<file path="config.mk">
export PLATFORM = sky130hd
export DESIGN_NAME = dec_addsub_unit
export DESIGN_NICKNAME = d
export VERILOG_FILES = /design/src/rtl/dec_addsub_pkg.sv /design/src/rtl/bcd_digit_slice.sv /design/src/rtl/bcd_chain.sv /design/src/rtl/bin_addsub.sv /design/src/rtl/flag_gen.sv /design/src/rtl/dflag_ctrl.sv /design/src/rtl/dec_addsub_unit.sv
export SDC_FILE = /design/constraint.sdc
export NUM_CORES = 1
export LEC_CHECK = 0
export ABC_AREA = 1
export BUFFER_PORTS_ARGS = -buffer_cell sky130_fd_sc_hd__buf_2
export CORE_MARGIN = 5
export CORE_UTILIZATION = 55
export DETAILED_ROUTE_END_ITERATION = 10
export PLACE_DENSITY = 0.76
export SYNTH_ARGS = -nofsm -noshare
export SYNTH_HDL_FRONTEND = slang
export SYNTH_HIERARCHICAL = 1
export SYNTH_SLANG_ARGS = --single-unit
</file>
<file path="constraint.sdc">
create_clock -name clk -period 9.7 [get_ports clk]
set_input_delay 1.94 -clock clk [delete_from_list [all_inputs] [get_ports clk]]
set_output_delay 1.94 -clock clk [all_outputs]
set_load 0.05 [all_outputs]
</file>
<file path="src/rtl/dec_addsub_pkg.sv">
package dec_addsub_pkg;

   typedef struct packed {
      logic c;
      logic n;
      logic v;
      logic z;
   } alu_flags_t;

   typedef enum logic {
      ARITH_BIN = 1'b0,
      ARITH_DEC = 1'b1
   } arith_mode_e;

   // signed overflow judged on final result and operand signs
   function automatic logic ovf_rule(input logic sub, input logic a_msb,
                                     input logic b_msb, input logic r_msb);
      logic signs_match;
      signs_match = sub ? (a_msb != b_msb) : (a_msb == b_msb);
      return signs_match && (r_msb != a_msb);
   endfunction

endpackage

</file>
<file path="src/rtl/bcd_digit_slice.sv">
module bcd_digit_slice (
   input  logic [3:0] dig_a,
   input  logic [3:0] dig_b,
   input  logic       sub,
   input  logic       cy_in,   // carry (add) or borrow (sub) from lower digit
   output logic [3:0] dig_out,
   output logic       cy_out   // carry (add) or borrow (sub) to upper digit
);
   logic [4:0] raw;

   always_comb begin
      if (!sub) begin
         raw = {1'b0, dig_a} + {1'b0, dig_b} + {4'b0000, cy_in};
         if (raw > 5'd9) begin
            dig_out = 4'(raw + 5'd6);
            cy_out  = 1'b1;
         end else begin
            dig_out = raw[3:0];
            cy_out  = 1'b0;
         end
      end else begin
         raw = {1'b0, dig_a} - {1'b0, dig_b} - {4'b0000, cy_in};
         if (raw[4]) begin
            // negative digit difference: wrap by ten, borrow upward
            dig_out = 4'(raw + 5'd10);
            cy_out  = 1'b1;
         end else begin
            dig_out = raw[3:0];
            cy_out  = 1'b0;
         end
      end
   end

endmodule

</file>
<file path="src/rtl/bcd_chain.sv">
module bcd_chain #(
   parameter  int NDIG = 2,
   localparam int W    = 4 * NDIG
) (
   input  logic [W-1:0] a,
   input  logic [W-1:0] b,
   input  logic         sub,
   input  logic         cin,    // processor carry: for sub, 1 = no borrow
   output logic [W-1:0] sum,
   output logic         cout
);
   logic [NDIG:0] link;

   assign link[0] = sub ? ~cin : cin;

   for (genvar g = 0; g < NDIG; g++) begin : g_dig
      bcd_digit_slice slice_i (
         .dig_a   (a[4*g +: 4]),
         .dig_b   (b[4*g +: 4]),
         .sub     (sub),
         .cy_in   (link[g]),
         .dig_out (sum[4*g +: 4]),
         .cy_out  (link[g+1])
      );
   end

   assign cout = sub ? ~link[NDIG] : link[NDIG];

endmodule

</file>
<file path="src/rtl/bin_addsub.sv">
module bin_addsub #(
   parameter int W = 8
) (
   input  logic [W-1:0] a,
   input  logic [W-1:0] b,
   input  logic         sub,
   input  logic         cin,
   output logic [W-1:0] sum,
   output logic         cout
);
   logic [W-1:0] b_eff;
   logic [W:0]   total;

   assign b_eff = sub ? ~b : b;
   assign total = {1'b0, a} + {1'b0, b_eff} + {{W{1'b0}}, cin};
   assign sum   = total[W-1:0];
   assign cout  = total[W];

endmodule

</file>
<file path="src/rtl/flag_gen.sv">
module flag_gen
   import dec_addsub_pkg::*;
#(
   parameter int W = 8
) (
   input  logic [W-1:0] res,
   input  logic         a_msb,
   input  logic         b_msb,
   input  logic         sub,
   input  logic         cout,
   output alu_flags_t   flags
);
   always_comb begin
      flags.c = cout;
      flags.n = res[W-1];
      flags.z = (res == '0);
      flags.v = ovf_rule(sub, a_msb, b_msb, res[W-1]);
   end

endmodule

</file>
<file path="src/rtl/dflag_ctrl.sv">
module dflag_ctrl (
   input  logic clk,
   input  logic rst_n,
   input  logic wr,
   input  logic wdata,
   input  logic irq_entry,
   output logic dflag
);
   // interrupt entry clears after the push cycle and outranks writes
   always_ff @(posedge clk or negedge rst_n) begin
      if (!rst_n)         dflag <= 1'b0;
      else if (irq_entry) dflag <= 1'b0;
      else if (wr)        dflag <= wdata;
   end

endmodule

</file>
<file path="src/rtl/dec_addsub_unit.sv">
module dec_addsub_unit
   import dec_addsub_pkg::*;
#(
   parameter  int NDIG = 2,
   localparam int W    = 4 * NDIG
) (
   input  logic         clk,
   input  logic         rst_n,
   input  logic         op_valid,
   input  logic         op_sub,
   input  logic [W-1:0] op_a,
   input  logic [W-1:0] op_b,
   input  logic         carry_in,
   input  logic         dflag_wr,
   input  logic         dflag_wdata,
   input  logic         irq_entry,
   output logic [W-1:0] result,
   output logic         flag_c,
   output logic         flag_n,
   output logic         flag_v,
   output logic         flag_z,
   output logic         res_valid,
   output logic         extra_cycle,
   output logic         dec_flag
);
   if (NDIG < 1) begin : g_bad_ndig_low
      $error("dec_addsub_unit: NDIG must be at least 1");
   end
   if (NDIG > 16) begin : g_bad_ndig_high
      $error("dec_addsub_unit: NDIG above 16 is not supported");
   end

   // ---------------- decimal flag ----------------
   dflag_ctrl dflag_i (
      .clk       (clk),
      .rst_n     (rst_n),
      .wr        (dflag_wr),
      .wdata     (dflag_wdata),
      .irq_entry (irq_entry),
      .dflag     (dec_flag)
   );

   // ---------------- binary path (same cycle) ----------------
   logic [W-1:0] bin_sum;
   logic         bin_cout;
   alu_flags_t   bin_flags;

   bin_addsub #(.W(W)) bin_i (
      .a    (op_a),
      .b    (op_b),
      .sub  (op_sub),
      .cin  (carry_in),
      .sum  (bin_sum),
      .cout (bin_cout)
   );

   flag_gen #(.W(W)) bin_flag_i (
      .res   (bin_sum),
      .a_msb (op_a[W-1]),
      .b_msb (op_b[W-1]),
      .sub   (op_sub),
      .cout  (bin_cout),
      .flags (bin_flags)
   );

   // ---------------- decimal path (stall cycle) ----------------
   logic [W-1:0] a_q, b_q;
   logic         sub_q, cin_q, busy_q;
   logic [W-1:0] dec_sum;
   logic         dec_cout;
   alu_flags_t   dec_flags;

   bcd_chain #(.NDIG(NDIG)) bcd_i (
      .a    (a_q),
      .b    (b_q),
      .sub  (sub_q),
      .cin  (cin_q),
      .sum  (dec_sum),
      .cout (dec_cout)
   );

   flag_gen #(.W(W)) dec_flag_i (
      .res   (dec_sum),
      .a_msb (a_q[W-1]),
      .b_msb (b_q[W-1]),
      .sub   (sub_q),
      .cout  (dec_cout),
      .flags (dec_flags)
   );

   // ---------------- sequencing ----------------
   arith_mode_e  mode;
   logic         accept;
   logic [W-1:0] result_q;
   alu_flags_t   flags_q;
   logic         valid_q;

   assign mode   = arith_mode_e'(dec_flag);
   assign accept = op_valid && !busy_q;

   always_ff @(posedge clk or negedge rst_n) begin
      if (!rst_n) begin
         result_q <= '0;
         flags_q  <= '0;
         valid_q  <= 1'b0;
         busy_q   <= 1'b0;
         a_q      <= '0;
         b_q      <= '0;
         sub_q    <= 1'b0;
         cin_q    <= 1'b0;
      end else begin
         valid_q <= 1'b0;
         if (busy_q) begin
            result_q <= dec_sum;
            flags_q  <= dec_flags;
            valid_q  <= 1'b1;
            busy_q   <= 1'b0;
         end else if (accept) begin
            if (mode == ARITH_DEC) begin
               busy_q <= 1'b1;
               a_q    <= op_a;
               b_q    <= op_b;
               sub_q  <= op_sub;
               cin_q  <= carry_in;
            end else begin
               result_q <= bin_sum;
               flags_q  <= bin_flags;
               valid_q  <= 1'b1;
            end
         end
      end
   end

   assign result      = result_q;
   assign flag_c      = flags_q.c;
   assign flag_n      = flags_q.n;
   assign flag_v      = flags_q.v;
   assign flag_z      = flags_q.z;
   assign res_valid   = valid_q;
   assign extra_cycle = busy_q;

endmodule

</file>
==> impl_metrics.sql <==
INSERT INTO impl_metrics (metric_group, metric, value, unit) VALUES
('timing', 'final.setup.worst_slack', '4.40', 'ns'),
('hold_path', 'timing.hold.worst.class', 'flop to flop', ''),
('clock_tree', 'buffers_from_clock_root_to_sink_at_most', '2', ''),
('pwr', 'finalPower', '0.00103', 'W'),
('yosys', 'largest_family_of_logic_cells_by_synthesized_area', 'simple AND/OR/NAND/NOR gates', ''),
('timing', 'max_clock_freq', '0.189', 'GHz'),
('timing', 'final_worst_clock_skew', '0.00700', 'ns'),
('die', 'floorplan_die_area', '7780', 'um^2'),
('yosys', 'synth_seq_cells', '33', ''),
('yosys', 'synth_ff_type', 'sky130_fd_sc_hd__dfrtp_1', ''),
('drt', 'via_count', '3159', ''),
('die', 'core_area', '5920', 'um^2'),
('pwr', 'power_leakage', '2.24', 'nW'),
('hold_path', 'min_delay_worst_endpoint', 'result[3]', ''),
('yosys', 'synth_largest_area_cell', 'sky130_fd_sc_hd__nand2_1', ''),
('place', 'dpl.hpwl', '6330', 'um'),
('place', 'placed_area', '3560', 'um^2'),
('final_layout', 'fillers', '550', ''),
('critical_path', 'timing.rr.start', 'sub_q', ''),
('final_layout', 'layout_commonest_cell', 'sky130_fd_sc_hd__nand2_1', ''),
('timing', 'hold_violations', '0', ''),
('critical_path', 'cell_repeated_most_along_the_worst_path', 'sky130_fd_sc_hd__nand2_1', ''),
('critical_path', 'timing.critical_path.slowest_cell_delay', '0.60', 'ns'),
('grt', 'grt_start_max_net_pins', '34', ''),
('yosys', 'synth_async_sr_flop_share', '100', '%'),
('hold_path', 'worstHoldStart', 'result[3]', ''),
('timing', 'setup_viol', '0', ''),
('critical_path', 'maximum_net_fanout_on_the_critical_path', '14', ''),
('critical_path', 'end_kind', 'flop', ''),
('place', 'globalplace.congestion', '0.857', ''),
('timing', 'slew_headroom', '48.4', '%'),
('critical_path', 'worstRegToRegCells', '37', ''),
('timing', 'final_min_period_over_clock_period', '54.7', '%'),
('yosys', 'post_synth_fa_ha_maj_area_fraction', '16.7', '%'),
('die', 'dieWidth', '88.2', 'um'),
('yosys', 'mappedNetlistNets', '593', ''),
('grt', 'grt_pass1_vias', '3104', ''),
('status', 'outcome', 'finished clean', ''),
('yosys', 'synth_mux_area_share', '0', '%'),
('timing', 'rsz0062_at_grt', 'false', ''),
('die', 'chipHeight', '88.2', 'um'),
('grt', 'grt.total_usage', '21.8', '%'),
('drt', 'drc', '0', ''),
('clock_tree', 'numCtsBuffers', '5', ''),
('drt', 'detail_route.iter0.violations', '181', ''),
('pwr', 'total_power_per_unit_cell_area', '282', 'nW/um^2'),
('final_layout', 'multiInputGateArea', '2140', 'um^2'),
('drt', 'totalWireLength', '7880', 'um'),
('clock_tree', 'h-tree-depth', '2', ''),
('clock_tree', 'cts_tree', 'done', ''),
('final_layout', 'layout.area.seq', '826', 'um^2'),
('die', 'row_count', '28', ''),
('drt', 'dr.pass1.iters', '5', ''),
('clock_tree', 'cts_hold_buf', '0', ''),
('critical_path', 'arrival_time_of_data_at_the_critical_path_endpoint', '5.53', 'ns'),
('grt', 'grt_first_pass_wirelength', '13500', 'um'),
('yosys', 'seq_area_frac_synth', '24.5', '%'),
('final_layout', 'drive_gt1_share', '10.8', '%'),
('critical_path', 'worstSetupPathType', 'flop to flop', ''),
('critical_path', 'critical_path.startpoint_type', 'flop', ''),
('timing', 'timing_max_transition_violations_final', '0', ''),
('clock_tree', 'tritoncts_num_sinks', '33', ''),
('drt', 'detail-route-antenna-nets', '0', ''),
('yosys', 'syn_inst', '530', ''),
('place', 'placedCellCount', '631', ''),
('final_layout', 'nNetsFinal', '626', ''),
('yosys', 'synthDominantCellAreaShare', '27.8', '%'),
('place', 'placement.io_buffers', '38', ''),
('final_layout', 'post_layout_instance_count_excluding_filler_cells', '639', ''),
('final_layout', 'syn_to_final_growth', '8.40', '%'),
('timing', 'period_minus_slack', '5.30', 'ns');
==> worst max-delay path, delay by kind of cell (launching register included) <==
family | cells | cell delay [ns]
adders and majority gates | 6 | 2.22
and+or+nand+nor | 21 | 1.61
DFF | 1 | 0.60
buffers and inverters | 7 | 0.55
AOI/OAI and AO/OA | 3 | 0.27
==> metal layers <==
layer / part of all wire (%) / global-route usage [%]
met5: 0 / 0
met4: 1.2 / 4.67
met3: 4.6 / 3.54
met2: 49 / 37.5
met1: 46 / 28.9
==> power breakdown <==
group / leakage, nW / switching, W / internal [W]
Sequential: 0.415 / 0.0000349 / 0.000168
Clock: 0.0450 / 0.0000534 / 0.0000498
Combinational: 1.78 / 0.000470 / 0.000254
==> synthesized netlist by cell type, types with 3 or more instances <==
| library cell | n |
|---|---|
| sky130_fd_sc_hd__buf_2 | 4 |
| sky130_fd_sc_hd__inv_1 | 82 |
| sky130_fd_sc_hd__dfrtp_1 | 33 |
| sky130_fd_sc_hd__nand2_2 | 11 |
| sky130_fd_sc_hd__ha_1 | 29 |
| sky130_fd_sc_hd__a21oi_1 | 8 |
| sky130_fd_sc_hd__o21ai_0 | 6 |
| sky130_fd_sc_hd__buf_4 | 7 |
| sky130_fd_sc_hd__xor2_1 | 6 |
| sky130_fd_sc_hd__or2_1 | 3 |
| sky130_fd_sc_hd__xnor2_1 | 7 |
| sky130_fd_sc_hd__nand2_1 | 249 |
| sky130_fd_sc_hd__nor2_1 | 21 |
| sky130_fd_sc_hd__fa_1 | 10 |
| sky130_fd_sc_hd__nand3_1 | 42 |
==> layout make-up <==
class | instances | share of cell area (%)
clock buffer | 6 | 1.99
tap | 75 | 2.57
multi-input combinational | 402 | 58.8
timing repair buffer | 38 | 5.21
inverter | 83 | 8.54
clock inverter | 2 | 0.274
sequential | 33 | 22.6
==> sequential cells by signal, indices dropped and copies added, names as in the netlist <==
| register | cells |
|---|---|
| res_valid | 1 |
| sub_q | 1 |
| flag_z | 1 |
| a_q | 8 |
| extra_cycle | 1 |
| flag_v | 1 |
| b_q | 8 |
| dflag_i/dflag | 1 |
| result | 8 |
| flag_c | 1 |
| cin_q | 1 |
| flag_n | 1 |
==> metrics by stage <==
step	hold slack (ns)	util, %
6_report	0.508	61.6
4_1_cts	0.511	61.6
2_1_floorplan	0.471	-
3_5_place_dp	0.490	60.2
3_3_place_gp	0.492	60.2
5_1_grt	0.539	61.6
==> how the worst max path moves through the flow <==
stage | from | endpoint | slack (ns) | depth (start not counted)
2_1_floorplan | sub_q | flag_v | 5.05 | 39
3_3_place_gp | sub_q | flag_v | 4.76 | 39
3_5_place_dp | sub_q | flag_v | 4.48 | 37
4_1_cts | sub_q | flag_v | 4.45 | 37
5_1_grt | sub_q | flag_v | 3.83 | 39
6_report | sub_q | flag_v | 4.40 | 37
==> logic make-up after synthesis <==
| logic type | Yosys count |
|---|---|
| AOI/OAI and AO/OA | 18 |
| xor gates and xnor gates | 13 |
| buffers and inverters | 95 |
| DFF | 33 |
| adders and majority gates | 39 |
| and+or+nand+nor | 332 |
No activity file was read; power rests on OpenSTA's default activity.
